### src/rtl/spi_duplex_pkg.sv
package spi_duplex_pkg;
  typedef enum logic [1:0] {
    ST_IDLE = 2'd0,
    ST_RUN  = 2'd1,
    ST_HOLD = 2'd2
  } xfer_st_t;
endpackage

### src/rtl/spi_sck_div.sv
module spi_sck_div #(
  parameter int SEL_W = 2
) (
  input  logic             clk,
  input  logic             rst_n,
  input  logic             run,
  input  logic [SEL_W-1:0] sel,
  output logic             tick
);
  localparam int CNT_W = 1 << SEL_W;

  logic [CNT_W-1:0] cnt_q, cnt_d;
  logic [CNT_W:0]   lim;

  always_comb begin
    lim  = (CNT_W+1)'(1) << (int'(sel) + 1);
    lim  = lim - (CNT_W+1)'(1);
    tick = run && ({1'b0, cnt_q} == lim);
    if (!run || tick) cnt_d = '0;
    else              cnt_d = cnt_q + CNT_W'(1);
  end

  always_ff @(posedge clk or negedge rst_n) begin
    if (!rst_n) cnt_q <= '0;
    else        cnt_q <= cnt_d;
  end
endmodule

### src/rtl/spi_sync.sv
module spi_sync #(
  parameter int           W       = 1,
  parameter logic [W-1:0] RST_VAL = '0
) (
  input  logic         clk,
  input  logic         rst_n,
  input  logic [W-1:0] d,
  output logic [W-1:0] q
);
  for (genvar g = 0; g < W; g++) begin : g_bit
    logic s1_q, s2_q;
    always_ff @(posedge clk or negedge rst_n) begin
      if (!rst_n) begin
        s1_q <= RST_VAL[g];
        s2_q <= RST_VAL[g];
      end else begin
        s1_q <= d[g];
        s2_q <= s1_q;
      end
    end
    assign q[g] = s2_q;
  end
endmodule

### src/rtl/spi_shift_core.sv
module spi_shift_core
  import spi_duplex_pkg::*;
#(
  parameter int BITS = 8
) (
  input  logic            clk,
  input  logic            rst_n,
  input  logic            en,
  input  logic            master,
  input  logic            start,
  input  logic [BITS-1:0] load_byte,
  input  logic            tick,
  input  logic            miso_in,
  input  logic            s_rise,
  input  logic            s_fall,
  input  logic            s_ss_n,
  input  logic            s_mosi,
  output logic            sck_q,
  output logic            obit_q,
  output logic            frame_act,
  output logic            div_run,
  output logic            busy,
  output logic            done,
  output logic [BITS-1:0] rx_byte
);
  localparam int CNT_W = $clog2(BITS + 1);

  xfer_st_t        st_q, st_d;
  logic [BITS-1:0] sr_q, sr_d;
  logic [CNT_W-1:0] cnt_q, cnt_d;
  logic            sck_d, obit_d;

  always_comb begin
    st_d   = st_q;
    sr_d   = sr_q;
    cnt_d  = cnt_q;
    sck_d  = sck_q;
    obit_d = obit_q;
    done   = 1'b0;
    unique case (st_q)
      ST_IDLE: begin
        if (en && ((master && start) || (!master && !s_ss_n))) begin
          sr_d   = load_byte;
          obit_d = load_byte[BITS-1];
          cnt_d  = '0;
          sck_d  = 1'b0;
          st_d   = ST_RUN;
        end
      end
      ST_RUN: begin
        if (!en) begin
          st_d  = ST_IDLE;
          sck_d = 1'b0;
          cnt_d = '0;
        end else if (master) begin
          if (tick) begin
            if (!sck_q) begin
              sck_d = 1'b1;
              sr_d  = {sr_q[BITS-2:0], miso_in};
              cnt_d = cnt_q + CNT_W'(1);
            end else begin
              sck_d = 1'b0;
              if (cnt_q == CNT_W'(BITS)) begin
                done  = 1'b1;
                cnt_d = '0;
                st_d  = ST_IDLE;
              end else begin
                obit_d = sr_q[BITS-1];
              end
            end
          end
        end else begin
          if (s_ss_n) begin
            st_d  = ST_IDLE;
            cnt_d = '0;
          end else if (s_rise) begin
            sr_d  = {sr_q[BITS-2:0], s_mosi};
            cnt_d = cnt_q + CNT_W'(1);
            if (cnt_q == CNT_W'(BITS - 1)) begin
              done  = 1'b1;
              cnt_d = '0;
              st_d  = ST_HOLD;
            end
          end else if (s_fall) begin
            obit_d = sr_q[BITS-1];
          end
        end
      end
      ST_HOLD: begin
        if (!en || s_ss_n || master) st_d = ST_IDLE;
      end
      default: st_d = ST_IDLE;
    endcase
  end

  always_ff @(posedge clk or negedge rst_n) begin
    if (!rst_n) begin
      st_q   <= ST_IDLE;
      sr_q   <= '0;
      cnt_q  <= '0;
      sck_q  <= 1'b0;
      obit_q <= 1'b0;
    end else begin
      st_q   <= st_d;
      sr_q   <= sr_d;
      cnt_q  <= cnt_d;
      sck_q  <= sck_d;
      obit_q <= obit_d;
    end
  end

  assign rx_byte   = sr_d;
  assign frame_act = (st_q == ST_RUN);
  assign busy      = (st_q != ST_IDLE);
  assign div_run   = frame_act && master;
endmodule

### src/rtl/spi_duplex_ctrl.sv
module spi_duplex_ctrl #(
  parameter int DATA_W    = 8,
  parameter int DIV_SEL_W = 2
) (
  input  logic                 clk,
  input  logic                 rst_n,
  input  logic                 ctrl_en,
  input  logic                 ctrl_master,
  input  logic [DIV_SEL_W-1:0] ctrl_div,
  input  logic                 wr_en,
  input  logic [DATA_W-1:0]    wr_data,
  input  logic                 flag_clr,
  output logic [DATA_W-1:0]    rd_data,
  output logic                 done_flag,
  output logic                 busy,
  output logic                 sck_o,
  output logic                 mosi_o,
  input  logic                 miso_i,
  output logic                 ss_n_o,
  input  logic                 sck_i,
  input  logic                 mosi_i,
  output logic                 miso_o,
  input  logic                 ss_n_i
);
  localparam int SYNC_W = 3;

  logic [DATA_W-1:0] tx_hold_q, tx_hold_d;
  logic [DATA_W-1:0] rd_buf_q, rd_buf_d;
  logic              flag_q, flag_d;
  logic              sck_prev_q;
  logic [SYNC_W-1:0] sync_in, sync_out;
  logic              s_sck, s_ss_n, s_mosi, s_rise, s_fall;
  logic              tick, div_run, sck_q, obit_q, frame_act, done_pulse, start;
  logic [DATA_W-1:0] rx_byte, load_byte;

  assign sync_in = {ss_n_i, mosi_i, sck_i};

  spi_sync #(.W(SYNC_W), .RST_VAL(3'b100)) u_sync (
    .clk(clk), .rst_n(rst_n), .d(sync_in), .q(sync_out)
  );

  assign s_sck  = sync_out[0];
  assign s_mosi = sync_out[1];
  assign s_ss_n = sync_out[2];
  assign s_rise = s_sck && !sck_prev_q;
  assign s_fall = !s_sck && sck_prev_q;

  spi_sck_div #(.SEL_W(DIV_SEL_W)) u_div (
    .clk(clk), .rst_n(rst_n), .run(div_run), .sel(ctrl_div), .tick(tick)
  );

  assign start     = wr_en && ctrl_en && ctrl_master && !busy;
  assign load_byte = ctrl_master ? wr_data : tx_hold_q;

  spi_shift_core #(.BITS(DATA_W)) u_core (
    .clk(clk), .rst_n(rst_n), .en(ctrl_en), .master(ctrl_master),
    .start(start), .load_byte(load_byte), .tick(tick), .miso_in(miso_i),
    .s_rise(s_rise), .s_fall(s_fall), .s_ss_n(s_ss_n), .s_mosi(s_mosi),
    .sck_q(sck_q), .obit_q(obit_q), .frame_act(frame_act),
    .div_run(div_run), .busy(busy), .done(done_pulse), .rx_byte(rx_byte)
  );

  always_comb begin
    tx_hold_d = wr_en ? wr_data : tx_hold_q;
    rd_buf_d  = done_pulse ? rx_byte : rd_buf_q;
    if (done_pulse)    flag_d = 1'b1;
    else if (flag_clr) flag_d = 1'b0;
    else               flag_d = flag_q;
  end

  always_ff @(posedge clk or negedge rst_n) begin
    if (!rst_n) begin
      tx_hold_q  <= '0;
      rd_buf_q   <= '0;
      flag_q     <= 1'b0;
      sck_prev_q <= 1'b0;
    end else begin
      tx_hold_q  <= tx_hold_d;
      rd_buf_q   <= rd_buf_d;
      flag_q     <= flag_d;
      sck_prev_q <= s_sck;
    end
  end

  assign rd_data   = rd_buf_q;
  assign done_flag = flag_q;
  assign sck_o     = ctrl_master && sck_q;
  assign mosi_o    = ctrl_master && frame_act && obit_q;
  assign ss_n_o    = !(ctrl_master && frame_act);
  assign miso_o    = !ctrl_master && frame_act && obit_q;
endmodule

### config.mk
export PLATFORM = sky130hd
export DESIGN_NAME = spi_duplex_ctrl
export DESIGN_NICKNAME = d
export VERILOG_FILES = /design/src/rtl/spi_duplex_pkg.sv /design/src/rtl/spi_sck_div.sv /design/src/rtl/spi_sync.sv /design/src/rtl/spi_shift_core.sv /design/src/rtl/spi_duplex_ctrl.sv
export SDC_FILE = /design/constraint.sdc
export NUM_CORES = 1
export LEC_CHECK = 0
export BUFFER_PORTS_ARGS = -buffer_cell sky130_fd_sc_hd__clkbuf_2
export CORE_AREA = 8 8 67 92
export CTS_CLUSTER_SIZE = 30
export DETAILED_ROUTE_END_ITERATION = 10
export DIE_AREA = 0 0 75 100
export PLACE_DENSITY = 0.71
export SLEW_MARGIN = 20
export SYNTH_ARGS = -nofsm -noshare
export SYNTH_HDL_FRONTEND = slang
export SYNTH_SLANG_ARGS = --single-unit
### constraint.sdc
create_clock -name clk -period 2.35 [get_ports clk]
set_input_delay 0.47 -clock clk [delete_from_list [all_inputs] [get_ports clk]]
set_output_delay 0.47 -clock clk [all_outputs]
set_load 0.005 [all_outputs]
==> out/metrics.cfg <==
[grt]
met2_usage = 0.253
grt.met1_usage = 0.154
grt-ovfl-total = 0
grt_usage = 0.145
top_usage_layer = met2
groute.layer.met3.usage = 0.0339
grt_pass1_wl_mm = 8.42
grt_start_max_net_pins = 19
antenna_found_initial = 0
grt_pass1_vias = 1876

[critical_path]
worstPathMaxFanout = 7
worstSetupStartpointType = flop
critPathMaxStageDelay_ns = 0.42
reg2reg_depth = 7
worstPathBufferInverterCount = 1
cpMaxStageDelayCell = or3_4
path_cells = or3_4 -> nor3_2 -> nor2_1 -> o31ai_4 -> buf_4 -> o21bai_2 -> a221o_1
reg2reg_from = u_div.cnt_q[2]$_DFF_PN0_
rr_endpoint = u_core.sr_q[4]$_DFF_PN0_
worstSetupEndpointType = flop
crit_arrival_ns = 2.38
regToRegSetupSlack_ns = 0.16
critPathKind = reg -> reg
path_delay_family = compound AO/OA/AOI/OAI gates
required_ns = 2.54

[power_and_ir_drop]
p_leak_nw = 1.29
p_clk_frac = 0.297
p_sw_frac = 0.282
pwr_density_cell_nw_per_um2 = 624
power_mw = 1.67
pwr-share-seq = 0.534
switchingPower_mw = 0.471
peakVddDrop_uv = 365
pwr-share-comb = 0.169
internal_power_mw = 1.20

[route]
drc = 0
ant_nets = 0
wl_mm = 5.03
drt_iter0_markers = 111
routed_via_density = 5.46
dr.pass1.iters = 4
via_count = 1757
wire_per_inst_um = 15.6

[cts]
cts_sinks = 44
clk_latency_ns = 0.30
clockBufferDepth = 2
cts-buffers-inserted = 5
clkTransAtPathRegs_ns = 0.09
cts_resized = 0
cts_tree = built
cts_setup_buffers = 0
htree_levels = 2
clockRootBuffer = clkbuf_8
cts_hold_buf = 0

[timing]
rsz0062_at_grt = no
layout_setup_ws_ns = 0.162
max_slew_margin = 0.674
finalHoldViolCount = 0
maxSlewViolCount = 0
fin_crit_sh = 0.931
worst_slew_pin_slew_ns = 0.489
fmax_mhz = 457
setup_viol = 0
finClkSkew_ns = 0.0106
fin_crit_ns = 2.19

[logic_synthesis]
synth_area_leader_cell = dfrtp_1
yosys.area.top_type_share = 0.459
netlist_instances = 215
synthArstFlopShare = 1.00
syn_nets = 238
syn_area_um2 = 2290
synth-edff-count = 0
yosysWarnings = 0
netlist_top_cells_area = dfrtp_1 46%, mux2_2 7.9%, mux2i_1 4.4%
ys_seq_area_frac = 0.482
ys_dominant_reg_cell = dfrtp_1
syn_area_per_cell_um2 = 10.6
yosysUniqueCellTypes = 51
ys_ff_latch = 44

[worst_hold_path]
hold_class = in -> async

[placed_design]
portBuffers = 33
place_ws_ns = -0.0782
hpwl_mm = 3.88
post-place-cells = 314
place_congestion = 0.849

[floorplanning]
core_um2 = 4770
die_area_um2 = 7500
ios = 34
initial_core_util = 0.480
die_h_um = 100
fp-row-count = 30
die_x_um = 75

[cells_and_area]
nFillCells = 446
fin_cells = 322
syn_to_final_growth_pct = 16.7
finalNetCount = 280
drive_gt1_frac = 0.298
seqCellArea_um2 = 1100
multi_input_area_um2 = 1130
n_antenna_cell = 0

[flow_run]
max_cap_violations = 0

[run_status]
outcome = completed

[power by group through the flow]
stage,clock network [mW],logic (mW),registers [mW]
4_1_cts,0.506,0.285,0.890
2_1_floorplan,0,0.196,0.880
5_1_grt,0.537,0.316,0.900
3_3_place_gp,0,0.278,0.902
6_report,0.495,0.282,0.892
3_5_place_dp,0,0.284,0.904
[metal layers]
layer  share of wire  wire length (µm)
met5               0                 0
met4           0.023               117
met3           0.047               234
met2            0.54              2710
met1            0.39              1970
[logic make-up after synthesis]
kind of cell,share of synthesized area
mux,0.157
flops,0.482
buf+inv,0.0268
compound gates,0.156
xor+xnor,0.0115
fa+ha+maj,0.0164
simple gates,0.150
[registers in the layout, indices dropped and copies added, names as in the netlist]
name               cells
tx_hold_q              8
u_core.sr_q            8
u_sync.g_bit.s2_q      3
sck_prev_q             1
done_flag              1
rd_data                8
u_core.cnt_q           4
u_div.cnt_q            4
u_sync.g_bit.s1_q      3
u_core.obit_q          1
u_core.sck_q           1
u_core.st_q            2
[cell type report]
type | count | share of cell area
well taps | 64 | 0.0300
inverters | 9 | 0.0126
clock inverters | 2 | 0.00375
repair buffers | 42 | 0.0871
clock buffers | 6 | 0.0309
flip-flops and latches | 44 | 0.413
multi-input cells | 155 | 0.423
[through the flow]
step	area [µm²]	hold WS, ns	setup TNS (ns)	util
floorplan	2290	0.174	0	-
global placement	2570	0.337	-0.0844	0.540
detailed placement	2570	0.336	-0.386	0.540
CTS	2670	0.0849	0	0.560
global route	2670	0.0889	0	0.561
finish	2670	0.0708	0	0.561
[how the worst max path moves through the flow]
stage                             start                       end  cells after the start
2_1_floorplan               ctrl_div[1]    rd_data[1]$_DFFE_PN0P_                      6
3_3_place_gp                ctrl_div[1]    rd_data[7]$_DFFE_PN0P_                      7
3_5_place_dp                ctrl_div[1]    rd_data[7]$_DFFE_PN0P_                      7
4_1_cts        u_div.cnt_q[2]$_DFF_PN0_    rd_data[7]$_DFFE_PN0P_                      6
5_1_grt        u_div.cnt_q[2]$_DFF_PN0_  u_core.sr_q[4]$_DFF_PN0_                      7
6_report       u_div.cnt_q[2]$_DFF_PN0_  u_core.sr_q[4]$_DFF_PN0_                      7
[cell usage in the layout, fill, tap and decap left out, drive strengths merged, types with 3 or more instances in the layout]
master   n
dfrtp   42
nand2   18
inv      9
a21oi   10
buf      9
mux2i   10
clkbuf  39
nor2    16
a221o    6
ha       3
nor2b    3
a21o     3
o21ai   15
nand2b   6
mux2    23
nand3    6
and2     5
[Yosys cell counts (2+ instances only)]
cell       n
and2_1     4
mux2_2    16
nand3b_1   2
nand2_1   18
a211o_1    2
dfrtp_1   42
nand3_1    6
nor2_1    16
dfstp_2    2
a21o_1     3
mux2_1     7
o21ai_1    9
and3_1     2
nor2b_1    3
o21ai_0    5
inv_1      8
nand2b_1   6
xor2_1     2
a21oi_1   10
clkbuf_1   5
a221o_1    6
ha_1       3
mux2i_1   10
Note: power is estimated with default switching activity, not from simulation.
